[config.mk]
export PLATFORM = sky130hd
export DESIGN_NAME = rmq_top
export DESIGN_NICKNAME = d
export VERILOG_FILES = /design/src/rtl/rmq_pkg.sv /design/src/rtl/rmq_quadrant.sv /design/src/rtl/rmq_realmode.sv /design/src/rtl/rmq_fault.sv /design/src/rtl/rmq_top.sv
export SDC_FILE = /design/constraint.sdc
export NUM_CORES = 1
export LEC_CHECK = 0
export BUFFER_PORTS_ARGS = -buffer_cell sky130_fd_sc_hd__buf_2
export CORE_AREA = 3 3 137 139
export CTS_CLUSTER_SIZE = 30
export DETAILED_ROUTE_END_ITERATION = 8
export DIE_AREA = 0 0 140 142
export PLACE_DENSITY = 0.73
export SLEW_MARGIN = 0
export SYNTH_ARGS = -nofsm -noshare
export SYNTH_HDL_FRONTEND = slang
export SYNTH_SLANG_ARGS = --single-unit
[constraint.sdc]
create_clock -name clk -period 2.34 [get_ports clk]
set_input_delay 0.585 -clock clk [delete_from_list [all_inputs] [get_ports clk]]
set_output_delay 0.585 -clock clk [all_outputs]
set_load 0.01 [all_outputs]
[src/rtl/rmq_pkg.sv]
`timescale 1ns/1ps
package rmq_pkg;
  typedef enum logic [1:0] {
    ACC_FETCH = 2'd0,
    ACC_LOAD  = 2'd1,
    ACC_STORE = 2'd2,
    ACC_ALT   = 2'd3
  } acc_e;

  typedef enum logic [1:0] {
    RES_QUAL = 2'd0,
    RES_REAL = 2'd1,
    RES_SEGF = 2'd2,
    RES_NONE = 2'd3
  } res_e;

  // bit 1: partition-scoped stage needed, bit 0: process-scoped stage needed
  function automatic logic [1:0] stage_code(input logic reloc, input logic hv,
                                            input logic lpid_nz);
    return {lpid_nz | ~hv, reloc};
  endfunction
endpackage

[src/rtl/rmq_quadrant.sv]
`timescale 1ns/1ps
module rmq_quadrant #(
  parameter int LPID_W = 12,
  parameter int PID_W  = 20
) (
  input  logic              hv,
  input  logic [1:0]        quad,
  input  logic [LPID_W-1:0] lpid_reg,
  input  logic [PID_W-1:0]  pid_reg,
  output logic [LPID_W-1:0] lpid_q,
  output logic [PID_W-1:0]  pid_q,
  output logic              illegal
);
  always_comb begin
    lpid_q  = '0;
    pid_q   = '0;
    illegal = 1'b0;
    if (hv) begin
      unique case (quad)
        2'd0: pid_q = pid_reg;
        2'd1: begin lpid_q = lpid_reg; pid_q = pid_reg; end
        2'd2: lpid_q = lpid_reg;
        default: ;
      endcase
    end else begin
      unique case (quad)
        2'd0: begin lpid_q = lpid_reg; pid_q = pid_reg; end
        2'd3: lpid_q = lpid_reg;
        default: illegal = 1'b1;
      endcase
    end
  end
endmodule

[src/rtl/rmq_realmode.sv]
`timescale 1ns/1ps
module rmq_realmode #(
  parameter int EA_W     = 64,
  parameter int CLR_BITS = 4
) (
  input  logic [EA_W-1:0] ea,
  input  logic [EA_W-1:0] rmo,
  output logic [EA_W-1:0] raddr
);
  localparam int KEEP = EA_W - CLR_BITS;

  function automatic logic [EA_W-1:0] real_addr(input logic [EA_W-1:0] a,
                                                input logic [EA_W-1:0] off);
    logic [EA_W-1:0] base;
    base = {{CLR_BITS{1'b0}}, a[KEEP-1:0]};
    return a[EA_W-1] ? base : (base | off);
  endfunction

  assign raddr = real_addr(ea, rmo);
endmodule

[src/rtl/rmq_fault.sv]
`timescale 1ns/1ps
module rmq_fault #(
  parameter int EA_W = 64
) (
  input  logic [1:0]      acc,
  input  logic [EA_W-1:0] ea,
  output logic            instr,
  output logic [EA_W-1:0] far
);
  import rmq_pkg::*;
  assign instr = (acc == ACC_FETCH);
  assign far   = instr ? '0 : ea;
endmodule

[src/rtl/rmq_top.sv]
`timescale 1ns/1ps
module rmq_top #(
  parameter int EA_W         = 64,
  parameter int LPID_W       = 12,
  parameter int PID_W        = 20,
  parameter int RSV_BITS     = 10,
  parameter int CLR_BITS     = 4,
  parameter int MIN_PG_SHIFT = 12,
  parameter int ERR_W        = 8,
  localparam int PG_W        = $clog2(EA_W + 1)
) (
  input  logic              clk,
  input  logic              rst_n,
  input  logic              in_valid,
  output logic              in_ready,
  input  logic [EA_W-1:0]   in_ea,
  input  logic [1:0]        in_acc,
  input  logic              in_hv,
  input  logic              in_reloc,
  input  logic [LPID_W-1:0] reg_lpid,
  input  logic [PID_W-1:0]  reg_pid,
  input  logic [EA_W-1:0]   reg_rmo,
  output logic              out_valid,
  input  logic              out_ready,
  output logic [1:0]        out_kind,
  output logic [1:0]        out_stages,
  output logic [LPID_W-1:0] out_lpid,
  output logic [PID_W-1:0]  out_pid,
  output logic [EA_W-1:0]   out_raddr,
  output logic [2:0]        out_perm,
  output logic [PG_W-1:0]   out_pg_shift,
  output logic              out_fault_instr,
  output logic [EA_W-1:0]   out_far,
  output logic [ERR_W-1:0]  out_err
);
  import rmq_pkg::*;

  localparam int Q_LO   = EA_W - 2;
  localparam int RSV_HI = Q_LO - 1;
  localparam int RSV_LO = Q_LO - RSV_BITS;

  // named internal events
  logic              take_in;
  logic              is_realmode;
  logic              resv_hit;
  logic              quad_illegal;
  logic              seg_fault_c;
  logic [LPID_W-1:0] q_lpid;
  logic [PID_W-1:0]  q_pid;
  logic [EA_W-1:0]   rm_addr;
  logic              f_instr;
  logic [EA_W-1:0]   f_far;

  rmq_quadrant #(.LPID_W(LPID_W), .PID_W(PID_W)) u_quad (
    .hv(in_hv), .quad(in_ea[EA_W-1:Q_LO]), .lpid_reg(reg_lpid),
    .pid_reg(reg_pid), .lpid_q(q_lpid), .pid_q(q_pid), .illegal(quad_illegal)
  );

  rmq_realmode #(.EA_W(EA_W), .CLR_BITS(CLR_BITS)) u_real (
    .ea(in_ea), .rmo(reg_rmo), .raddr(rm_addr)
  );

  rmq_fault #(.EA_W(EA_W)) u_fault (
    .acc(in_acc), .ea(in_ea), .instr(f_instr), .far(f_far)
  );

  assign in_ready    = ~out_valid | out_ready;
  assign take_in     = in_valid & in_ready;
  assign is_realmode = in_hv & ~in_reloc;
  assign resv_hit    = |in_ea[RSV_HI:RSV_LO];
  assign seg_fault_c = ~is_realmode & (resv_hit | quad_illegal);
  assign out_err     = '0;

  // next-result selection
  logic [1:0]        n_kind, n_stages;
  logic [LPID_W-1:0] n_lpid;
  logic [PID_W-1:0]  n_pid;
  logic [EA_W-1:0]   n_raddr, n_far;
  logic [2:0]        n_perm;
  logic [PG_W-1:0]   n_pg;
  logic              n_instr;

  always_comb begin
    n_kind   = RES_QUAL;
    n_stages = '0;
    n_lpid   = '0;
    n_pid    = '0;
    n_raddr  = '0;
    n_far    = '0;
    n_perm   = '0;
    n_pg     = '0;
    n_instr  = 1'b0;
    if (is_realmode) begin
      n_kind  = RES_REAL;
      n_raddr = rm_addr;
      n_perm  = 3'b111;
      n_pg    = PG_W'(MIN_PG_SHIFT);
    end else if (seg_fault_c) begin
      n_kind  = RES_SEGF;
      n_instr = f_instr;
      n_far   = f_far;
    end else begin
      n_lpid   = q_lpid;
      n_pid    = q_pid;
      n_stages = stage_code(in_reloc, in_hv, |q_lpid);
    end
  end

  always_ff @(posedge clk or negedge rst_n) begin
    if (!rst_n) begin
      out_valid       <= 1'b0;
      out_kind        <= RES_QUAL;
      out_stages      <= '0;
      out_lpid        <= '0;
      out_pid         <= '0;
      out_raddr       <= '0;
      out_perm        <= '0;
      out_pg_shift    <= '0;
      out_fault_instr <= 1'b0;
      out_far         <= '0;
    end else if (take_in) begin
      out_valid       <= 1'b1;
      out_kind        <= n_kind;
      out_stages      <= n_stages;
      out_lpid        <= n_lpid;
      out_pid         <= n_pid;
      out_raddr       <= n_raddr;
      out_perm        <= n_perm;
      out_pg_shift    <= n_pg;
      out_fault_instr <= n_instr;
      out_far         <= n_far;
    end else if (out_ready) begin
      out_valid       <= 1'b0;
    end
  end
endmodule

==> After elaboration in Yosys (flattened, before gate mapping) <==
Cells that the tools add are included.
{ "word_totals": {"reg_bits": 176, "ramBits": 0, "latch_bits": 0, "n_memories": 0, "word_cells": 59, "mem_bits_ro": 0} }
{ "classes": {"mul": 0, "shifts": 0, "mux": 27, "eq_ne": 3, "addsub": 0, "order_cmp": 0, "n_reduce_logical": 8, "div": 0, "n_bitwise": 11} }
{ "op_table": {"columns": ["op", "n"], "rows": [
  ["$mux 64", 5],
  ["$mux 20", 5],
  ["$or 60x64->64", 1],
  ["$mux 12", 5],
  ["$reduce_or 12->1", 1],
  ["$reduce_or 10->1", 1],
  ["$mux 2", 4],
  ["$mux 1", 6],
  ["$reduce_or 2->1", 3],
  ["$eq 2x2->1 const B", 2],
  ["$logic_not 2->1", 2],
  ["$mux 4", 1],
  ["$not 1->1", 4],
  ["$and 1x1->1", 3],
  ["$mux 3", 1],
  ["$or 1x1->1", 3],
  ["$eq 2x1->1 const B", 1],
  ["$reduce_bool 2->1", 1]
]} }

==> Longest topological paths before layout <==
{ "logic_depth": {"depth_word": 8, "mapped_depth": 8} }

==> Cells and area by module <==
Synthesis repeated with hierarchy kept, for this count alone.
{ "hier_totals": {"cells_unflattened": 609, "area_unflattened_um2": 7698.6} }
{ "by_module_without_submodules": {"columns": ["mod", "instances", "area_per_inst_um2", "cells_per_inst", "seq_area_each_um2"], "rows": [
  ["rmq_top", 1, 6228.5, 417, 4154.0],
  ["rmq_fault", 1, 629.4, 79, 0.0],
  ["rmq_realmode", 1, 556.8, 71, 0.0],
  ["rmq_quadrant", 1, 284.0, 42, 0.0]
]} }

==> Least setup slack after synthesis <==
OpenSTA, ideal clock, no wires.
{ "synth_timing": {"path_kind": "input port to flip-flop", "startpoint": "input port in_ea[63]", "endpoint": "register out_lpid[10]", "arrival_ps": 2049, "path_stages": 7, "path_buffers": 2, "slack_ps": 195, "setup_time_ps": 95, "path_cell_list": "inv_2 > clkbuf_1 > ha_1 > xnor2_1 > clkbuf_1 > nand2_1 > o31ai_1"} }
{ "synth_between": {"elab_chain_len": 8, "elab_cells_between_ends": 15, "classes_between": "eq/ne (3); mux (7); bitwise (2); reduce/logical (3)"} }
{ "synth_lines": {"columns": ["element", "line", "source"], "rows": [
  ["start, declared", "rmq_top.sv:16", "input logic [EA_W-1:0] in_ea,"],
  ["$eq 2x2->1 / $logic_not 2->1 (equally long branches)", "rmq_quadrant.sv:26", "unique case (quad)"],
  ["$reduce_or 2->1 (no line)", null, null],
  ["$mux 1", "rmq_quadrant.sv:26", null],
  ["$mux 1", "rmq_quadrant.sv:18", "if (hv) begin"],
  ["$or 1x1->1", "rmq_top.sv:71", "assign seg_fault_c = ~is_realmode & (resv_hit | quad_illegal);"],
  ["$and 1x1->1", "rmq_top.sv:71", null],
  ["$mux 12 *", "rmq_top.sv:98", "end else if (seg_fault_c) begin"],
  ["$mux 12 *", "rmq_top.sv:93", "if (is_realmode) begin"],
  ["end signal, assigned", "rmq_top.sv:125", "out_lpid <= n_lpid;"],
  ["end, declared", "rmq_top.sv:27", "output logic [LPID_W-1:0] out_lpid,"]
]} }
Mark *: on every way between the ends. The rest lies on a longest branch, timed or not.
A chain may end at the register's enable or synchronous reset.

==> Final worst setup path <==
{ "layout_timing": {"startpoint": "register out_valid", "endpoint": "output port in_ready"} }
{ "layout_between": {"elab_chain_len": 2} }
{ "layout_lines": {"columns": ["element", "line", "source"], "rows": [
  ["start, declared", "rmq_top.sv:23", "output logic out_valid,"],
  ["start signal, assigned", "rmq_top.sv:111", "out_valid <= 1'b0;"],
  ["start signal, assigned", "rmq_top.sv:122", "out_valid <= 1'b1;"],
  ["start signal, assigned", "rmq_top.sv:133", "out_valid <= 1'b0;"],
  ["$not 1->1", "rmq_top.sv:67", "assign in_ready = ~out_valid | out_ready;"],
  ["$or 1x1->1", "rmq_top.sv:67", null],
  ["end, declared", "rmq_top.sv:15", "output logic in_ready,"]
]} }
Every way passes these cells.

==> out/results.tsv <==
metric	value	unit
Fmax	551	MHz
ANT nets after route	0	
Layout area overhead	32.9	%
crit-path max FO	6	
initial antenna violation count	2	
CTS buffer count	17	
RSZ-0062 raised after global routing	false	
gpl congestion	0.811	
post-DR vias/cell	5.40	
Slew Viols, Final	0	
hold_buf cts	0	
r2r worst-path depth	4	
Pwr Density	749	nW/µm²
Max clock buf depth	2	
post-synthesis sequential area ratio	0.563	
Post-Route WL	23600	µm
Reg-to-Reg End	out_raddr[22]	
run status	finished clean	
Tcrit/Tclk final	0.775	
Post-DP Area	9210	µm²
DR iter-0 viols	388	
final hold viol count	0	
CP arrival	1230	ps
htree depth	4	
Mapped Area	7380	µm²
Worst EP required	1750	ps
Hold Crit Class	in2async	
vias in the first global route	6737	
EDFF count, synth	0	
pre-CTS setup slack	111	ps
worst skew pair latency	420	ps
fin nets	1178	
Vert. Die Dim	142	µm
CP Class	reg2out	
Seq cells post-synth	166	
pin count of the biggest net entering global routing	61	
Fin Setup TNS	0	ps
normalized max-slew margin	0.649	
GRT Total Usage	0.230	
Peak VDD IR	0.495	mV
clk_skew	6.18	ps
Worst Tran Pin Value	526	ps
CTS resizes	0	
final period demand of the worst path	1810	ps
Clock Sink Count	166	
Gate Count Post-Synth	694	
DPL Wire Length	16700	µm
Fin Hold WS	94.0	ps
synth warn	0	
Finished Cell Area	9810	µm²
R2R Setup Slk	790	ps
maxcap violations	0	
grt ovf	0	
Die ar.	19900	µm²
via count	6761	
ys flop type	dfrtp_1	
P_leak	5.20	nW
number of core rows	49	
clock root buffer	clkbuf_16	
Initial Util	0.415	
Setup violations, final	0	
DRT Pass-1 Iters	5	
Routed WL per cell	18.9	µm
Setup crit start kind	flop	
final setup margin	526	ps
leading cell types in the layout, fill and taps excluded	338 x buf_2, 166 x dfrtp_1, 96 x o21ai_0	
I/O pin total	353	
Die W	140	µm
post-synthesis area per instance	10.6	µm²
Core Region	17800	µm²
Worst R2R Start	out_valid	
Reg clk slew, reported paths	70	ps
layout cells sized above 1	0.408	
# DRC	0	
clock tree from TritonCTS	built	
Buffers on Ports	339	
Setup Buffers After CTS	0	
post-synthesis cell type count	33	
Crit. End Element	output pin	
first-pass GRT wire length	36500	µm
number of fill cells	1610	
ys async rst share	1.00	
commonest non-fill, non-tap cell in the layout	buf_2	
worst max-delay path by stage:
stage / to / slack (ps) / startpoint / cells after the start
2_1_floorplan: out_lpid[10] / 200 / in_ea[63] / 7
3_3_place_gp: out_pid[13] / 190 / in_ea[63] / 8
3_5_place_dp: out_pid[6] / 110 / in_ea[63] / 8
4_1_cts: in_ready / 500 / out_valid / 3
5_1_grt: out_pid[9] / 430 / in_ea[63] / 8
6_report: in_ready / 530 / out_valid / 3
registers in the layout, summed over array words and instances, names as in the netlist:
name / count
out_far: 64
out_fault_instr: 1
out_kind: 2
out_lpid: 12
out_pid: 20
out_raddr: 64
out_stages: 2
out_valid: 1
power breakdown:
part / internal, mW / switching (mW) / total, mW
clock network: 1.64 / 1.26 / 2.90
registers: 3.11 / 0.124 / 3.23
logic: 0.490 / 0.728 / 1.22
metal layers:
metal	routed length [µm]	vias up	global-route usage
met2	11400	311	0.374
met4	715	2	0.0928
met5	7	-	0
met3	1750	50	0.0558
li1	-	3111	-
met1	9680	3287	0.300
worst max-delay path, cell delays in order (launching register included):
cell and delay (ps):
dfrtp_1 350, nor2b_4 200, inv_2 100, buf_2 160
logic make-up (layout without fill, tap and decap cells):
| kind of cell | count (synthesis) | after routing | synth area share |
|---|---|---|---|
| adders and majority gates | 2 | 2 | 0.00339 |
| buffers and inverters | 149 | 464 | 0.101 |
| xor gates and xnor gates | 1 | 1 | 0.00119 |
| DFF | 166 | 166 | 0.563 |
| and+or+nand+nor | 52 | 52 | 0.0342 |
| other | 1 | 14 | 0.000508 |
| AOI/OAI and AO/OA | 323 | 323 | 0.297 |
cells in the mapped netlist, types with 10 or more instances:
| cell type | number | area (µm²) |
|---|---|---|
| a21oi_1 | 60 | 300 |
| clkbuf_1 | 35 | 131 |
| buf_2 | 10 | 50.1 |
| inv_1 | 64 | 240 |
| buf_6 | 10 | 113 |
| dfrtp_1 | 166 | 4150 |
| buf_4 | 26 | 195 |
| o31ai_1 | 94 | 706 |
| o21ai_0 | 96 | 480 |
| nand2_1 | 35 | 131 |
| o2bb2ai_2 | 10 | 150 |
| o2bb2ai_1 | 54 | 473 |
metrics by stage:
| stage | utilization | total power [mW] | cells |
|---|---|---|---|
| final | 0.552 | 7.35 | 1251 |
| after global routing | 0.552 | 7.69 | 1251 |
| after CTS | 0.552 | 7.43 | 1250 |
| after detailed placement | 0.518 | 4.51 | 1218 |
| after global placement | 0.518 | 4.49 | 1218 |
| after floorplan | - | 3.87 | 706 |
layout make-up:
type	count	area, µm²	area share
clock inverter	14	164	0.0167
inverter	67	254	0.0259
timing repair buffer	365	1960	0.200
tap	229	287	0.0292
clock buffer	18	439	0.0448
antenna	1	2.50	0.000255
multi-input combinational	391	2550	0.260
sequential	166	4150	0.423
(Power assumes the default switching activity.)
